<file path="src/rtl/psw_pkg.sv">
package psw_pkg;
  typedef enum logic [1:0] {
    ST_IDLE  = 2'd0,
    ST_ISSUE = 2'd1,
    ST_DATA  = 2'd2
  } win_state_e;
endpackage

</file>
<file path="src/rtl/psw_rst_sync.sv">
module psw_rst_sync (
  input  logic clk,
  input  logic rst_n,
  output logic rst_sync_n
);
  logic [1:0] sync_q;

  always_ff @(posedge clk or negedge rst_n) begin
    if (!rst_n) sync_q <= 2'b00;
    else        sync_q <= {sync_q[0], 1'b1};
  end

  assign rst_sync_n = sync_q[1];
endmodule

</file>
<file path="src/rtl/psw_page_reg.sv">
module psw_page_reg #(
  parameter int PAGE_W = 8
) (
  input  logic              clk,
  input  logic              rst_n,
  input  logic              wr_en,
  input  logic [PAGE_W-1:0] wr_data,
  output logic [PAGE_W-1:0] page_q
);
  logic [PAGE_W-1:0] page_d;

  always_comb begin
    page_d = page_q;
    if (wr_en) page_d = wr_data;
  end

  always_ff @(posedge clk or negedge rst_n) begin
    if (!rst_n) page_q <= '0;
    else        page_q <= page_d;
  end


  page_hold_chk: assert property (@(posedge clk) disable iff (!rst_n)
    !$stable(page_q) |-> $past(wr_en));
endmodule

</file>
<file path="src/rtl/psw_addr_decode.sv">
module psw_addr_decode #(
  parameter int ADDR_W = 16,
  localparam int WIDX_W = ADDR_W - 1
) (
  input  logic [ADDR_W-1:0] addr,
  input  logic              byte_acc,
  output logic              in_window,
  output logic [WIDX_W-1:0] ram_word,
  output logic [WIDX_W-2:0] win_word,
  output logic              lane_hi,
  output logic [1:0]        be
);
  always_comb begin
    in_window = addr[ADDR_W-1];
    ram_word  = addr[ADDR_W-1:1];
    win_word  = addr[ADDR_W-2:1];
    lane_hi   = byte_acc & addr[0];
    if (!byte_acc)    be = 2'b11;
    else if (addr[0]) be = 2'b10;
    else              be = 2'b01;
  end
endmodule

</file>
<file path="src/rtl/psw_lane_sel.sv">
module psw_lane_sel #(
  parameter int DATA_W = 16,
  localparam int HALF_W = DATA_W / 2
) (
  input  logic [DATA_W-1:0] word_in,
  input  logic              byte_sel,
  input  logic              hi_sel,
  output logic [DATA_W-1:0] data_out
);
  logic [HALF_W-1:0] lane;

  assign lane = hi_sel ? word_in[DATA_W-1:HALF_W] : word_in[HALF_W-1:0];

  always_comb begin
    if (byte_sel) data_out = {{HALF_W{1'b0}}, lane};
    else          data_out = word_in;
  end
endmodule

</file>
<file path="src/rtl/psw_window_map.sv">
module psw_window_map #(
  parameter int ADDR_W  = 16,
  parameter int DATA_W  = 16,
  parameter int PWORD_W = 24,
  parameter int PAGE_W  = 8,
  localparam int RAM_AW = ADDR_W - 1,
  localparam int WIN_AW = ADDR_W - 2,
  localparam int PM_AW  = PAGE_W + WIN_AW
) (
  input  logic              clk,
  input  logic              rst_n,
  input  logic              acc_valid,
  input  logic              acc_write,
  input  logic              acc_byte,
  input  logic [ADDR_W-1:0] acc_addr,
  input  logic [DATA_W-1:0] acc_wdata,
  output logic              acc_ready,
  output logic              rsp_valid,
  output logic [DATA_W-1:0] rsp_data,
  output logic              wr_fault,
  input  logic              page_wr_en,
  input  logic [PAGE_W-1:0] page_wr_data,
  output logic              ram_en,
  output logic              ram_we,
  output logic [1:0]        ram_be,
  output logic [RAM_AW-1:0] ram_addr,
  output logic [DATA_W-1:0] ram_wdata,
  input  logic [DATA_W-1:0] ram_rdata,
  output logic              pm_en,
  output logic [PM_AW-1:0]  pm_addr,
  input  logic [PWORD_W-1:0] pm_rdata
);
  import psw_pkg::*;

  localparam int HALF_W = DATA_W / 2;

  logic              rst_sync_n;
  logic [PAGE_W-1:0] page_q;
  logic              in_window;
  logic [RAM_AW-1:0] ram_word;
  logic [WIN_AW-1:0] win_word;
  logic              lane_hi;
  logic [1:0]        be;

  win_state_e        state_q, state_d;
  logic [PM_AW-1:0]  hold_addr_q;
  logic              hold_byte_q, hold_hi_q;
  logic              ram_pend_q, ram_pend_d;
  logic              ram_byte_q, ram_hi_q;
  logic              fault_q, fault_d;

  logic              acc_fire, win_rd, win_wr, hold_en;
  logic [DATA_W-1:0] sel_word;
  logic              sel_byte, sel_hi;

  psw_rst_sync u_rst (.clk(clk), .rst_n(rst_n), .rst_sync_n(rst_sync_n));

  psw_page_reg #(.PAGE_W(PAGE_W)) u_page (
    .clk(clk), .rst_n(rst_sync_n), .wr_en(page_wr_en),
    .wr_data(page_wr_data), .page_q(page_q)
  );

  psw_addr_decode #(.ADDR_W(ADDR_W)) u_dec (
    .addr(acc_addr), .byte_acc(acc_byte), .in_window(in_window),
    .ram_word(ram_word), .win_word(win_word), .lane_hi(lane_hi), .be(be)
  );

  // Request side
  always_comb begin
    acc_ready = (state_q != ST_ISSUE);
    acc_fire  = acc_valid & acc_ready;
    win_rd    = acc_fire & in_window & ~acc_write;
    win_wr    = acc_fire & in_window & acc_write;
    hold_en   = win_rd;
    ram_en    = acc_fire & ~in_window;
    ram_we    = acc_write;
    ram_be    = be;
    ram_addr  = ram_word;
    ram_wdata = acc_byte ? {acc_wdata[HALF_W-1:0], acc_wdata[HALF_W-1:0]} : acc_wdata;
  end

  // Next state
  always_comb begin
    state_d = state_q;
    case (state_q)
      ST_ISSUE: state_d = ST_DATA;
      default:  state_d = win_rd ? ST_ISSUE : ST_IDLE;
    endcase
    ram_pend_d = ram_en & ~acc_write;
    fault_d    = win_wr;
  end

  // State registers
  always_ff @(posedge clk or negedge rst_sync_n) begin
    if (!rst_sync_n) begin
      state_q    <= ST_IDLE;
      ram_pend_q <= 1'b0;
      ram_byte_q <= 1'b0;
      ram_hi_q   <= 1'b0;
      fault_q    <= 1'b0;
    end else begin
      state_q    <= state_d;
      ram_pend_q <= ram_pend_d;
      ram_byte_q <= acc_byte;
      ram_hi_q   <= lane_hi;
      fault_q    <= fault_d;
    end
  end

  // Held window access, loaded only on acceptance
  always_ff @(posedge clk or negedge rst_sync_n) begin
    if (!rst_sync_n) begin
      hold_addr_q <= '0;
      hold_byte_q <= 1'b0;
      hold_hi_q   <= 1'b0;
    end else if (hold_en) begin
      hold_addr_q <= {page_q, win_word};
      hold_byte_q <= acc_byte;
      hold_hi_q   <= lane_hi;
    end
  end

  // Program memory side and response
  always_comb begin
    pm_en     = (state_q == ST_ISSUE);
    pm_addr   = hold_addr_q;
    wr_fault  = fault_q;
    rsp_valid = ram_pend_q | (state_q == ST_DATA);
    if (state_q == ST_DATA) begin
      sel_word = pm_rdata[DATA_W-1:0];
      sel_byte = hold_byte_q;
      sel_hi   = hold_hi_q;
    end else begin
      sel_word = ram_rdata;
      sel_byte = ram_byte_q;
      sel_hi   = ram_hi_q;
    end
  end

  psw_lane_sel #(.DATA_W(DATA_W)) u_lane (
    .word_in(sel_word), .byte_sel(sel_byte), .hi_sel(sel_hi), .data_out(rsp_data)
  );


  ram_side_chk: assert property (@(posedge clk) disable iff (!rst_sync_n)
    ram_en |-> !acc_addr[ADDR_W-1] && !pm_en);


  pm_addr_chk: assert property (@(posedge clk) disable iff (!rst_sync_n)
    pm_en |-> pm_addr == {$past(page_q), $past(acc_addr[ADDR_W-2:1])});


  pm_rsp_chk: assert property (@(posedge clk) disable iff (!rst_sync_n)
    pm_en |=> rsp_valid && !ram_pend_q);


  pm_low_only_chk: assert property (@(posedge clk) disable iff (!rst_sync_n)
    (state_q == ST_DATA) && !hold_byte_q |-> rsp_data == DATA_W'(pm_rdata));


  stall_chk: assert property (@(posedge clk) disable iff (!rst_sync_n)
    pm_en |-> !acc_ready && !ram_en);


  fault_chk: assert property (@(posedge clk) disable iff (!rst_sync_n)
    wr_fault |-> $past(acc_valid && acc_write && acc_addr[ADDR_W-1]) && !rsp_valid && !pm_en);


  fault_pulse_chk: assert property (@(posedge clk) disable iff (!rst_sync_n)
    wr_fault |=> !wr_fault || $past(acc_valid && acc_write && acc_addr[ADDR_W-1]));
endmodule

</file>
<file path="config.mk">
export PLATFORM = sky130hd
export DESIGN_NAME = psw_window_map
export DESIGN_NICKNAME = d
export VERILOG_FILES = /design/src/rtl/psw_pkg.sv /design/src/rtl/psw_rst_sync.sv /design/src/rtl/psw_page_reg.sv /design/src/rtl/psw_addr_decode.sv /design/src/rtl/psw_lane_sel.sv /design/src/rtl/psw_window_map.sv
export SDC_FILE = /design/constraint.sdc
export NUM_CORES = 1
export LEC_CHECK = 0
export CORE_ASPECT_RATIO = 2
export CORE_MARGIN = 4
export CORE_UTILIZATION = 31
export DETAILED_ROUTE_END_ITERATION = 12
export GPL_TIMING_DRIVEN = 0
export PLACE_DENSITY = 0.84
export SLEW_MARGIN = 10
export SYNTH_ARGS = -nofsm -noshare
export SYNTH_HDL_FRONTEND = slang
export SYNTH_SLANG_ARGS = --single-unit
export TNS_END_PERCENT = 20
</file>
<file path="constraint.sdc">
create_clock -name clk -period 1.3 [get_ports clk]
set_clock_uncertainty 0.05 [all_clocks]
set_input_delay 0.26 -clock clk [delete_from_list [all_inputs] [get_ports clk]]
set_output_delay 0.26 -clock clk [all_outputs]
set_load 0.02 [all_outputs]
</file>
==> results of run 1 <==
cell type report:
cell class              instances  area share, %
diodes                          1         0.0551
plain buffers                  32           6.42
clock buffers                   7           2.92
clock inverters                 1          0.110
inverters                       2          0.165
multi-input cells             120           27.7
flip-flops and latches         40           22.1
well taps                      88           2.43
repair buffers                180           38.0
flip-flops by register name, indices dropped and copies added (netlist names):
name and cells:
hold_byte_q 1, hold_hi_q 1, pm_addr 22, ram_byte_q 1, ram_hi_q 1, ram_pend_q 1
state_q 2, u_page.page_q 8, u_rst.sync_q 2, wr_fault 1
synth_stat cells:
cell                       instances  area share, %
sky130_fd_sc_hd__mux2_2           40             21
sky130_fd_sc_hd__a31oi_1           8            2.3
sky130_fd_sc_hd__conb_1            1           0.17
sky130_fd_sc_hd__inv_1             2           0.35
sky130_fd_sc_hd__buf_2             2           0.46
sky130_fd_sc_hd__and2_1            2           0.58
sky130_fd_sc_hd__buf_4            24            8.3
sky130_fd_sc_hd__nor3b_1           1           0.35
sky130_fd_sc_hd__clkbuf_1          6            1.0
sky130_fd_sc_hd__nor2_1            1           0.17
sky130_fd_sc_hd__nor3_4            1           0.75
sky130_fd_sc_hd__nor2b_4           1           0.63
sky130_fd_sc_hd__nor2b_1           1           0.29
sky130_fd_sc_hd__and3_1            8            2.3
sky130_fd_sc_hd__nand3b_1         16            5.5
sky130_fd_sc_hd__buf_6             2            1.0
sky130_fd_sc_hd__a211oi_1          8            2.8
sky130_fd_sc_hd__buf_1             1           0.17
sky130_fd_sc_hd__nor3_1            1           0.23
sky130_fd_sc_hd__nand2_1          28            4.8
sky130_fd_sc_hd__nand2b_1          3           0.86
sky130_fd_sc_hd__dfrtp_1          40             46
routing by layer:
| layer | part of all wire, % | global-route usage [%] |
|---|---|---|
| met1 | 31 | 16.1 |
| met3 | 6.5 | 4.96 |
| met4 | 3.2 | 8.49 |
| met5 | 0 | 0 |
| met2 | 60 | 37.2 |
through the flow:
step	setup TNS, ns	instances	utilization [%]	power, µW
final	-15.30	471	67.5	4560
after detailed placement	-52.28	438	58.8	3300
after floorplan	-6.49	197	-	2400
after global placement	-64.35	438	58.8	3260
after CTS	-18.38	458	63.5	4480
after global routing	-18.01	471	67.5	4780
worst paths after layout:
path                                         to  cells past startpoint            start
worst min-delay path            u_rst.sync_q[1]                      1            rst_n
max in group asynchronous            ram_byte_q                      0  u_rst.sync_q[1]
worst max-delay path               rsp_data[13]                      6       state_q[0]
min in group clk                     ram_byte_q                      1         acc_byte
worst max register to register      pm_addr[13]                      6       state_q[0]
worst min register to register  u_rst.sync_q[1]                      0  u_rst.sync_q[0]
cell families (layout without fill, tap and decap cells):
logic type | count (synthesis) | in the layout
muxes | 40 | 40
buffers and inverters | 37 | 222
other | 1 | 2
AOI/OAI and AO/OA | 16 | 16
and+or+nand+nor | 63 | 63
DFF | 40 | 40
repair_timing:
| action | in CTS | in global routing |
|---|---|---|
| endpoints found under the setup margin | 102 | 82 |
| gates cloned | 1 | 4 |
| pin swaps | 5 | 9 |
| gates resized for setup | 285 | 77 |
| setup buffers | 13 | 9 |
power by group:
group	switching (µW)	total, µW	internal [µW]
clock	442	1150	708
sequential	142	1590	1450
combinational	839	1820	979
total	1420	4560	3130
worst max-delay path, delay by kind of cell (launching register included):
family / cells / cell delay, ns
buf+inv: 3 / 0.41
flops: 1 / 0.41
simple gates: 3 / 0.38
==> impl_metrics.py, run 1 <==
metrics = {
    "routing": {
        "detailroute.via_count": 2220,
        "route.detailed.wl_per_inst_um": 18.2,
        "drt_wl_total_um": 8590,
        "dr.first_iter.drc_count": 59,
        "dr.pass1.iters": 6,
        "detail_route.vias_per_cell": 4.71,
        "drcViolationCount": 0,
        "ant_nets": 0,
    },
    "floorplanning": {
        "die_h_um": 126,
        "die_x_um": 67.2,
        "floorplan.initialDensity_pct": 32.3,
        "die-area_mm2": 0.00849,
        "num_rows": 42,
        "coreArea_mm2": 0.00673,
        "ioPinCount": 163,
    },
    "synth": {
        "synth.cell_area_mm2": 0.00217,
        "synthXorXnorAreaFrac_pct": 0,
        "synth_simple_gate_area_share_pct": 16.5,
        "synth-seq-cells": 40,
        "synth_top_family_by_area": "multiplexers",
        "synth_fp_nets": 283,
        "number_of_warnings_printed_during_yosys_synthesis": 0,
        "syn_inst": 197,
        "synth-seq-area-share_pct": 46.1,
        "post_synth_fa_ha_maj_area_fraction_pct": 0,
        "fraction_of_the_mapped_netlist_area_in_compound_gates_pct": 5.07,
        "synth.distinct_cells": 22,
        "post_synth.cell_area_avg_um2": 11.0,
        "yosys-mux-area-fraction_pct": 20.7,
    },
    "finish": {
        "most-common-layout-cells": "sky130_fd_sc_hd__buf_4, sky130_fd_sc_hd__clkdlybuf4s50_1, sky130_fd_sc_hd__dfrtp_1, sky130_fd_sc_hd__buf_6, sky130_fd_sc_hd__nand2_1",
        "layout_commonest_cell": "sky130_fd_sc_hd__buf_4",
        "fillCellCount": 537,
        "register_area_mm2": 0.00100,
        "syn2layout_area_growth_pct": 109,
        "num-nets-final": 467,
        "final_cell_area_mm2": 0.00454,
        "share_of_final_layout_standard_cells_stronger_than_drive_strength_1_pct": 52.9,
        "multi_input_area_mm2": 0.00126,
    },
    "power": {
        "ir_drop_uv": 1160,
        "total_leakage_power_uw": 0.00217,
        "power_density_mw_per_mm2": 1000,
    },
    "cts": {
        "worst_skew_pair.late_latency_ns": 0.28,
        "numCtsBuffers": 5,
        "cts_root_buffer": "sky130_fd_sc_hd__clkbuf_16",
        "path_clk_slew_ns": 0.05,
        "clockBufferDepth": 2,
        "htree_num_levels": 2,
        "cts_hold_repair.buffers": 0,
        "cts_sinks": 40,
        "clock_tree_from_tritoncts": "yes",
    },
    "global_route": {
        "global_route_wire_length_before_repair_um": 11900,
        "via_count_of_the_first_global_routing_pass": 2458,
        "grt_antenna_before_repair": 1,
        "grt_start_max_net_pins": 39,
        "gr-total-overflow": 0,
        "gr-usage-all-layers_pct": 18.7,
    },
    "timing": {
        "worst_slew_margin_rel_pct": 45.0,
        "timing_hold_violations_final": 0,
        "min_period_over_period_pct": 138,
        "worst_hold_slack_after_final_layout_ns": 0.0886,
        "fmaxAchievable_mhz": 558,
        "setup_repair_after_global_routing_missed_its_margin": "true",
        "layout_setup_ws_ns": -0.493,
        "timing.final.setup_violations": 44,
        "final-max-slew-violation-count": 0,
        "max_slew.worst_pin.slew_ns": 0.825,
        "period_needed_ns": 1.79,
    },
    "placed_design": {
        "post-dp-hpwl_um": 6020,
        "detailedPlace.worstSlack_ns": -1.14,
        "placement.io_buffers": 153,
        "place.gp.congestion": 0.730,
        "post_dp_cell_area_mm2": 0.00396,
    },
    "worst_setup_path": {
        "crit_arrival_ns": 1.48,
        "rrSetupSlack_ns": -0.31,
        "start_kind": "flip-flop",
        "cp_max_fo": 5,
        "path_cells": "nor2b_4, buf_4, buf_12, nand3b_1, nand2_1, buf_6",
        "slowest_delay_ns": 0.41,
        "crit_path_top_delay_cell": "sky130_fd_sc_hd__dfrtp_1",
        "setup.worst_path.end_class": "output port",
        "timing.setup.critical_path_class": "reg2out",
        "worstPathRequired_ns": 0.99,
    },
    "job": {
        "max-cap-violations": 0,
    },
    "outcome": {
        "run_status": "finished, violations left",
        "failed_checks": "setup timing",
    },
    "min_path": {
        "hp-class": "in2async",
    },
}
(Power assumes the default switching activity.)
==> inputs of run 2 (changes only) <==
--- a/config.mk
+++ b/config.mk
@@ -8,8 +8,10 @@
 export CORE_ASPECT_RATIO = 2
 export CORE_MARGIN = 4
 export CORE_UTILIZATION = 31
+export CTS_CLUSTER_DIAMETER = 200
 export DETAILED_ROUTE_END_ITERATION = 12
 export GPL_TIMING_DRIVEN = 0
+export HOLD_SLACK_MARGIN = 0.02
 export PLACE_DENSITY = 0.84
 export SLEW_MARGIN = 10
 export SYNTH_ARGS = -nofsm -noshare
==> results of run 2 <==
Final layout, timing and power as in run 1 (identical DEF).
